### src/rtl/posbr_pkg.sv
package posbr_pkg;

  localparam int INST_W      = 32;
  localparam int POS_W       = 7;
  localparam int POS_THRESH  = 32;
  localparam int OFF_W       = 16;
  localparam int OFF_SHIFT   = 2;
  localparam int OFF_EXT_W   = OFF_W + OFF_SHIFT;
  localparam int INST_BYTES  = 4;

  localparam logic [5:0] MAJOR_REGIMM = 6'b000001;
  localparam logic [4:0] SUB_POSBR    = 5'b11100;
  localparam logic [4:0] RS_ZERO      = 5'b00000;

  typedef struct packed {
    logic capture;
    logic slotDone;
  } posbr_strobe_t;

  typedef struct packed {
    logic hit;
    logic takenQ;
  } posbr_status_t;

  typedef enum logic [0:0] {
    ST_IDLE = 1'b0,
    ST_SLOT = 1'b1
  } posbr_state_t;

endpackage

### src/rtl/posbr_datapath.sv
module posbr_datapath
  import posbr_pkg::*;
#(
  parameter int ADDR_W = 32
) (
  input  logic                clk,
  input  logic                rst,
  input  logic                instValid,
  input  logic [INST_W-1:0]   instWord,
  input  logic [ADDR_W-1:0]   instPc,
  input  logic [POS_W-1:0]    posField,
  input  posbr_strobe_t       strobe,
  output posbr_status_t       status,
  output logic [ADDR_W-1:0]   branchTarget
);

  localparam int SEXT_W = ADDR_W - OFF_EXT_W;

  logic              majorOk, rsOk, subOk;
  logic              condNow;
  logic [ADDR_W-1:0] seqPc;
  logic [ADDR_W-1:0] offExt;
  logic [ADDR_W-1:0] targetNow;
  logic [ADDR_W-1:0] targetQ;
  logic              takenQ;

  // Field decode of the issuing word
  always_comb begin
    majorOk = (instWord[31:26] == MAJOR_REGIMM);
    rsOk    = (instWord[25:21] == RS_ZERO);
    subOk   = (instWord[20:16] == SUB_POSBR);
  end

  // Offset widening: generate picks the plain path when no extension bits are needed
  generate
    if (SEXT_W > 0) begin : g_sext
      assign offExt = {{SEXT_W{instWord[OFF_W-1]}}, instWord[OFF_W-1:0], {OFF_SHIFT{1'b0}}};
    end else begin : g_nosext
      logic [OFF_EXT_W-1:0] offWide;
      assign offWide = {instWord[OFF_W-1:0], {OFF_SHIFT{1'b0}}};
      assign offExt  = offWide[ADDR_W-1:0];
    end
  endgenerate

  always_comb begin
    seqPc     = instPc + ADDR_W'(INST_BYTES);
    targetNow = seqPc + offExt;
    condNow   = ({1'b0, posField} >= (POS_W+1)'(POS_THRESH));
  end

  always_ff @(posedge clk) begin
    if (rst) begin
      targetQ <= '0;
      takenQ  <= 1'b0;
    end else if (strobe.capture) begin
      targetQ <= targetNow;
      takenQ  <= condNow;
    end
  end

  always_comb begin
    status.hit    = instValid && majorOk && rsOk && subOk;
    status.takenQ = takenQ;
    branchTarget  = targetQ;
  end

  // the target register moves only on a capture strobe
  a_r2_target_hold: assert property (@(posedge clk) disable iff (rst)
    !strobe.capture |=> $stable(targetQ));

  // the captured decision is frozen between captures
  a_r7_taken_hold: assert property (@(posedge clk) disable iff (rst)
    !strobe.capture |=> $stable(takenQ));

  // a capture request only follows a hit
  a_r1_capture_on_hit: assert property (@(posedge clk) disable iff (rst)
    strobe.capture |-> status.hit);

endmodule

### src/rtl/posbr_control.sv
module posbr_control
  import posbr_pkg::*;
(
  input  logic          clk,
  input  logic          rst,
  input  logic          instValid,
  input  logic          dspEnable,
  input  logic          isCtrlXfer,
  input  posbr_status_t status,
  output posbr_strobe_t strobe,
  output logic          redirect,
  output logic          excReserved,
  output logic          excDspOff
);

  posbr_state_t state, stateNext;
  logic inSlot, slotIssue, slotTrap, newBranch;
  logic redirectQ, excResQ, excDspQ;

  always_comb begin
    inSlot    = (state == ST_SLOT);
    slotIssue = instValid && inSlot;
    slotTrap  = slotIssue && (isCtrlXfer || status.hit);
    newBranch = status.hit && !inSlot;
    strobe.capture  = newBranch && dspEnable;
    strobe.slotDone = slotIssue;
  end

  always_comb begin
    stateNext = state;
    unique case (state)
      ST_IDLE: if (strobe.capture)  stateNext = ST_SLOT;
      ST_SLOT: if (strobe.slotDone) stateNext = ST_IDLE;
      default: stateNext = ST_IDLE;
    endcase
  end

  always_ff @(posedge clk) begin
    if (rst) begin
      state     <= ST_IDLE;
      redirectQ <= 1'b0;
      excResQ   <= 1'b0;
      excDspQ   <= 1'b0;
    end else begin
      state     <= stateNext;
      redirectQ <= slotIssue && !slotTrap && status.takenQ;
      excResQ   <= slotTrap;
      excDspQ   <= newBranch && !dspEnable;
    end
  end

  always_comb begin
    redirect    = redirectQ;
    excReserved = excResQ;
    excDspOff   = excDspQ;
  end

  // a redirect follows an issued delay-slot instruction
  a_r4_after_slot: assert property (@(posedge clk) disable iff (rst)
    redirect |-> $past(slotIssue));

  // redirect is a single-cycle pulse
  a_r4_single_pulse: assert property (@(posedge clk) disable iff (rst)
    redirect |=> !redirect);

  // a trapped slot never redirects
  a_r5_trap_excl: assert property (@(posedge clk) disable iff (rst)
    !(redirect && excReserved));

  // a DSP-disabled trap leaves no slot armed
  a_r6_not_armed: assert property (@(posedge clk) disable iff (rst)
    excDspOff |-> (state == ST_IDLE));

  // a trapped slot returns to idle
  a_r10_trap_idle: assert property (@(posedge clk) disable iff (rst)
    excReserved |-> (state == ST_IDLE));

endmodule

### src/rtl/posbr_unit.sv
module posbr_unit
  import posbr_pkg::*;
#(
  parameter int ADDR_W = 32
) (
  input  logic              clk,
  input  logic              rst,
  input  logic              instValid,
  input  logic [31:0]       instWord,
  input  logic [ADDR_W-1:0] instPc,
  input  logic [6:0]        posField,
  input  logic              dspEnable,
  input  logic              isCtrlXfer,
  output logic              decodeHit,
  output logic [ADDR_W-1:0] branchTarget,
  output logic              redirect,
  output logic              excReserved,
  output logic              excDspOff
);

  posbr_strobe_t strobe;
  posbr_status_t status;

  posbr_datapath #(.ADDR_W(ADDR_W)) u_dp (
    .clk          (clk),
    .rst          (rst),
    .instValid    (instValid),
    .instWord     (instWord),
    .instPc       (instPc),
    .posField     (posField),
    .strobe       (strobe),
    .status       (status),
    .branchTarget (branchTarget)
  );

  posbr_control u_ctl (
    .clk         (clk),
    .rst         (rst),
    .instValid   (instValid),
    .dspEnable   (dspEnable),
    .isCtrlXfer  (isCtrlXfer),
    .status      (status),
    .strobe      (strobe),
    .redirect    (redirect),
    .excReserved (excReserved),
    .excDspOff   (excDspOff)
  );

  assign decodeHit = status.hit;

endmodule

### config.mk
export PLATFORM = sky130hd
export DESIGN_NAME = posbr_unit
export DESIGN_NICKNAME = d
export VERILOG_FILES = /design/src/rtl/posbr_pkg.sv /design/src/rtl/posbr_datapath.sv /design/src/rtl/posbr_control.sv /design/src/rtl/posbr_unit.sv
export SDC_FILE = /design/constraint.sdc
export NUM_CORES = 1
export LEC_CHECK = 0
export BUFFER_PORTS_ARGS = -buffer_cell sky130_fd_sc_hd__buf_4
export CAP_MARGIN = 5
export CORE_ASPECT_RATIO = 0.9
export CORE_MARGIN = 5
export CORE_UTILIZATION = 54
export DETAILED_ROUTE_END_ITERATION = 6
export GPL_ROUTABILITY_DRIVEN = 0
export PLACE_DENSITY_LB_ADDON = 0.05
export SETUP_SLACK_MARGIN = 0.15
export SYNTH_ARGS = -nofsm -noshare
export SYNTH_HDL_FRONTEND = slang
export SYNTH_SLANG_ARGS = --single-unit
### constraint.sdc
create_clock -name clk -period 6.9 [get_ports clk]
set_input_delay 1.035 -clock clk [delete_from_list [all_inputs] [get_ports clk]]
set_output_delay 1.035 -clock clk [all_outputs]
set_load 0.05 [all_outputs]
### Word-level counts from Yosys, hierarchy flattened

Cells that the tools add are included.

* output and inout port bits: 36
* register bits after elaboration: 37

* equal/unequal tests: 2
* bitwise operators: 1
* order comparisons: 1
* reductions and logical operators: 15
* mux-type cells: 3
* add/subtract/negate cells: 2

Operator list (number)
* $add A32 B3 Y32 const B: 1
* $add A32 B32 Y32: 1
* $logic_and A1 B1 Y1: 10
* $ge A7 B6 Y1 const B: 1
* $eq A6 B1 Y1 const B: 1
* $eq A5 B5 Y1 const B: 1
* $logic_not A5 Y1: 1
* $logic_not A1 Y1: 3
* $mux W1: 2
* $pmux W1 S2: 1
* $logic_or A1 B1 Y1: 1
* $not A1 Y1: 1

### Logic depth before layout (Yosys ltp)

* depth after elaboration: 9
* depth in mapped cells: 14
* gate-level depth less buffers: 14

### By module

Synthesis repeated with hierarchy kept, for this count alone.

* cells, all modules: 399
* area total of the unflattened synthesis: 3279.4 µm²

By module, submodules not included
* posbr_datapath: seq. area each 660.6 µm², times used 1, area each 3123.0 µm², cells each 384
* posbr_control: seq. area each 80.1 µm², times used 1, area each 156.4 µm², cells each 15

### Worst setup path after synthesis

OpenSTA, ideal clock, no wires.

* path type: input-to-output
* start: in instWord[31]
* end: out decodeHit
* path buffers: 0
* slack: 3.190 ns
* stages: 3
* arrival: 2.675 ns
* required time: 5.865 ns
* cells stage by stage: nor4b_1 > nand4_1 > nor3_1

* longest elaborated chain between the ends: 4

RTL lines
* from (decl): line posbr_unit.sv:9 `input logic [31:0] instWord,`
* $eq A6 B1 Y1: line posbr_datapath.sv:29 `majorOk = (instWord[31:26] == MAJOR_REGIMM);`
* $logic_and A1 B1 Y1 (3 in series): line posbr_datapath.sv:62 `status.hit = instValid && majorOk && rsOk && subOk;`
* to (decl): line posbr_unit.sv:14 `output logic decodeHit,`

Every way passes these cells.

### Worst setup path in the final report

* start: in instWord[1]
* end: reg u_dp.targetQ[31] (netlist: u_dp.branchTarget[31])

* longest elaborated chain between the ends: 1

RTL lines
* $add A32 B32 Y32: line posbr_datapath.sv:47 `targetNow = seqPc + offExt;`
* to (signal assigned): line posbr_datapath.sv:56 `targetQ <= targetNow;`
* to (decl): line posbr_datapath.sv:24 `logic [ADDR_W-1:0] targetQ;`

Every way passes these cells.
A chain may end at the register's enable or synchronous reset.

==> impl_metrics.csv <==
group,metric,value,unit
yosys,synthTopCellsByArea,"dfxtp_1, ha_1, nand2_1",
run_status,run_status,"complete, no violations",
yosys,ys_async_sr_fraction,0,%
power,intPower,0.3854,mW
yosys,synthCells,381,
timing,setup_slack,3.088,ns
layout,area_growth,29.69,%
clock_network,cts_hold_buf,0,
critical_path,r2r_start,"u_ctl.inSlot$_SDFF_PP0_",
yosys,avgSynthCellArea,8.085,um2
yosys,synth_edf_count,0,
timing,clock.fmax,262.4,MHz
drt,via_count,3147,
critical_path,start_kind,"input pin",
global_route,grt_overflow,0,
die,die_x,89.62,um
global_route,grt_pass1_vias,3017,
timing,slew_viol_final,0,
place,post-place-ws,2.860,ns
critical_path,critPathLaunch,"instWord[1]",
power,vdd_drop_max,0.06884,mV
clock_network,clkLatencyLatePin,0.29,ns
critical_path,crit_arrival,4.02,ns
critical_path,worstSetupEndpointType,"register",
die,io-pin-count,112,
timing,slew_headroom,29.93,%
die,dieHeight,81.65,um
timing,worst_pin_slew,1.051,ns
layout,layout.nets,615,
power,pwr-share-comb,37.3,%
layout,multi_input_area,2256,um2
timing,finClkSkew,0.004708,ns
yosys,synth_largest_area_cell,"dfxtp_1",
drt,drt-pass1-iter-count,4,
critical_path,worstPathRequired,7.11,ns
power,p_leak,1.930,nW
yosys,yosys_most_used_dff,"dfxtp_1",
global_route,grt_max_degree,41,
clock_network,cts_tree,"yes",
global_route,grt_use_total,22.51,%
global_route,antenna_found_initial,0,
layout,drive_above_1_share,25.16,%
drt,wl_per_cell,14.72,um
yosys,yosys-top-cells-count,"nand2_1, ha_1, a21oi_1",
place,dp_hpwl,6258,um
critical_path,critPathKind,"input pin to register",
drt,drc,0,
clock_network,htreeDepth,2,
power,power_density,146.7,nW/um2
die,start_util,55.05,%
die,core.rowCount,26,
yosys,netlist_area,3080,um2
yosys,syn-num-nets,515,
drt,postRouteAntennaNets,0,
timing,finalSetupViolCount,0,
power,power.share.clock,26.3,%
power,p_switching,0.2005,mW
global_route,grt_pass1_wl,13240,um
layout,regArea,740.7,um2
clock_network,cts.sinks,37,
yosys,yosysWarningCount,0,
place,port_buffers,106,
timing,hold_slack,0.4531,ns
clock_network,post_cts_buffers,0,
timing,rsz0062_at_grt,"false",
clock_network,root_buffer,"clkbuf_8",
yosys,yosys_register_bits,37,
min_path,hp-start,"u_dp.branchTarget[4]$_SDFFE_PP0P_",
drt,finalWirelength,8108,um
clock_network,cts_made_buffers,5,
yosys,yosysUniqueCellTypes,51,
yosys,ys_seq_area_share,24.05,%
run,maxCapViolCount,0,
drt,drt_iter0_markers,119,
yosys,yosysMostFrequentCell,"nand2_1",
die,coreArea,5595,um2
power,pwr-share-seq,36.4,%
clock_network,cts_repair_resize_count,0,
drt,via_per_inst,5.711,
min_path,worstHoldPathType,"register to register",
timing,fin_crit,3.812,ns
timing,timing.final.crit_share,55.24,%
layout,fillerInstances,500,
power,swShare,34.22,%
clock_network,cts.clk_slew.worst_paths,0.08,ns
yosys,synth_top_cell_area_share,24.05,%
timing,tns,0,ns
critical_path,cp_max_fo,4,
clock_network,cts_buffer_depth,2,
die,die_area,7317,um2
layout,diodes,0,
critical_path,r2r_setup_slack,4.77,ns
timing,final_hold_viol_count,0,
sequential cells by signal, summed over array words and instances (netlist names):
signal and flops:
u_ctl.inSlot 1, u_ctl.redirect 1, u_ctl.excReserved 1, u_dp.branchTarget 32
u_dp.takenQ 1, u_ctl.excDspOff 1
cell type report:
type | count | area share, %
multi-input combinational | 323 | 56.47
timing repair buffer | 107 | 20.11
sequential | 37 | 18.54
tap | 70 | 2.192
clock buffer | 6 | 1.816
inverter | 7 | 0.6577
clock inverter | 1 | 0.2192
layer usage:
metal	up-vias	wire, um	global-route usage [%]
met5	-	0	0
li1	1585	-	-
met4	0	174	7.887
met3	15	507	3.912
met2	109	3926	38.96
met1	1438	3500	27.86
power groups by stage:
stage	Sequential (mW)	Clock, mW	Combinational [mW]
6_report	0.213	0.154	0.219
2_1_floorplan	0.218	0	0.151
4_1_cts	0.213	0.156	0.217
5_1_grt	0.213	0.168	0.244
3_5_place_dp	0.218	0	0.215
3_3_place_gp	0.218	0	0.211
logic make-up after synthesis:
logic type,synth area share (%)
flip-flops,24.05
multiplexers,0.9749
AND/OR/NAND/NOR,21.53
XOR/XNOR,5.971
buffers and inverters,2.722
AO/OA/AOI/OAI,20.96
adder cells (fa/ha/maj),23.80
cells in the final DEF, fill, tap and decap left out, drive strengths merged, types with 3 or more instances in the layout:
cell      n
buf     107
a21oi    49
nand4     3
nand2    66
and3      5
dfxtp    37
xor2     11
nor3     16
nand3    12
nor4b     5
inv       7
o21bai    4
clkbuf    6
mux2i     3
ha       57
o21ai    13
o211ai    4
xnor2    10
nor2     20
a21o     11
stage by stage:
step | cells | util (%) | power [mW] | instance area, um2
2_1_floorplan | 381 | - | 0.3696 | 3080
3_3_place_gp | 544 | 69.95 | 0.4294 | 3914
3_5_place_dp | 544 | 69.95 | 0.4332 | 3914
4_1_cts | 551 | 71.40 | 0.5863 | 3995
5_1_grt | 551 | 71.40 | 0.6258 | 3995
6_report | 551 | 71.40 | 0.5860 | 3995
worst max-delay path, cell delays in order:
cell      delay, ns
buf_4          0.11
ha_1           0.29
ha_1           0.23
fa_1           0.43
a211oi_1       0.28
nor2_1         0.12
o31ai_2        0.25
a21oi_1        0.16
o21ai_2        0.22
nand3_1        0.16
a221oi_2       0.41
o21ai_0        0.14
a211oi_1       0.19
final timing paths:
path / endpoint / cells after the start
setup reg to reg: u_dp.branchTarget[27]$_SDFFE_PP0P_ / 4
hold reg to reg: u_dp.branchTarget[4]$_SDFFE_PP0P_ / 2
setup / recovery: u_dp.branchTarget[31]$_SDFFE_PP0P_ / 13
hold / removal: u_dp.branchTarget[4]$_SDFFE_PP0P_ / 2
Power figures use the tool's default switching activity.
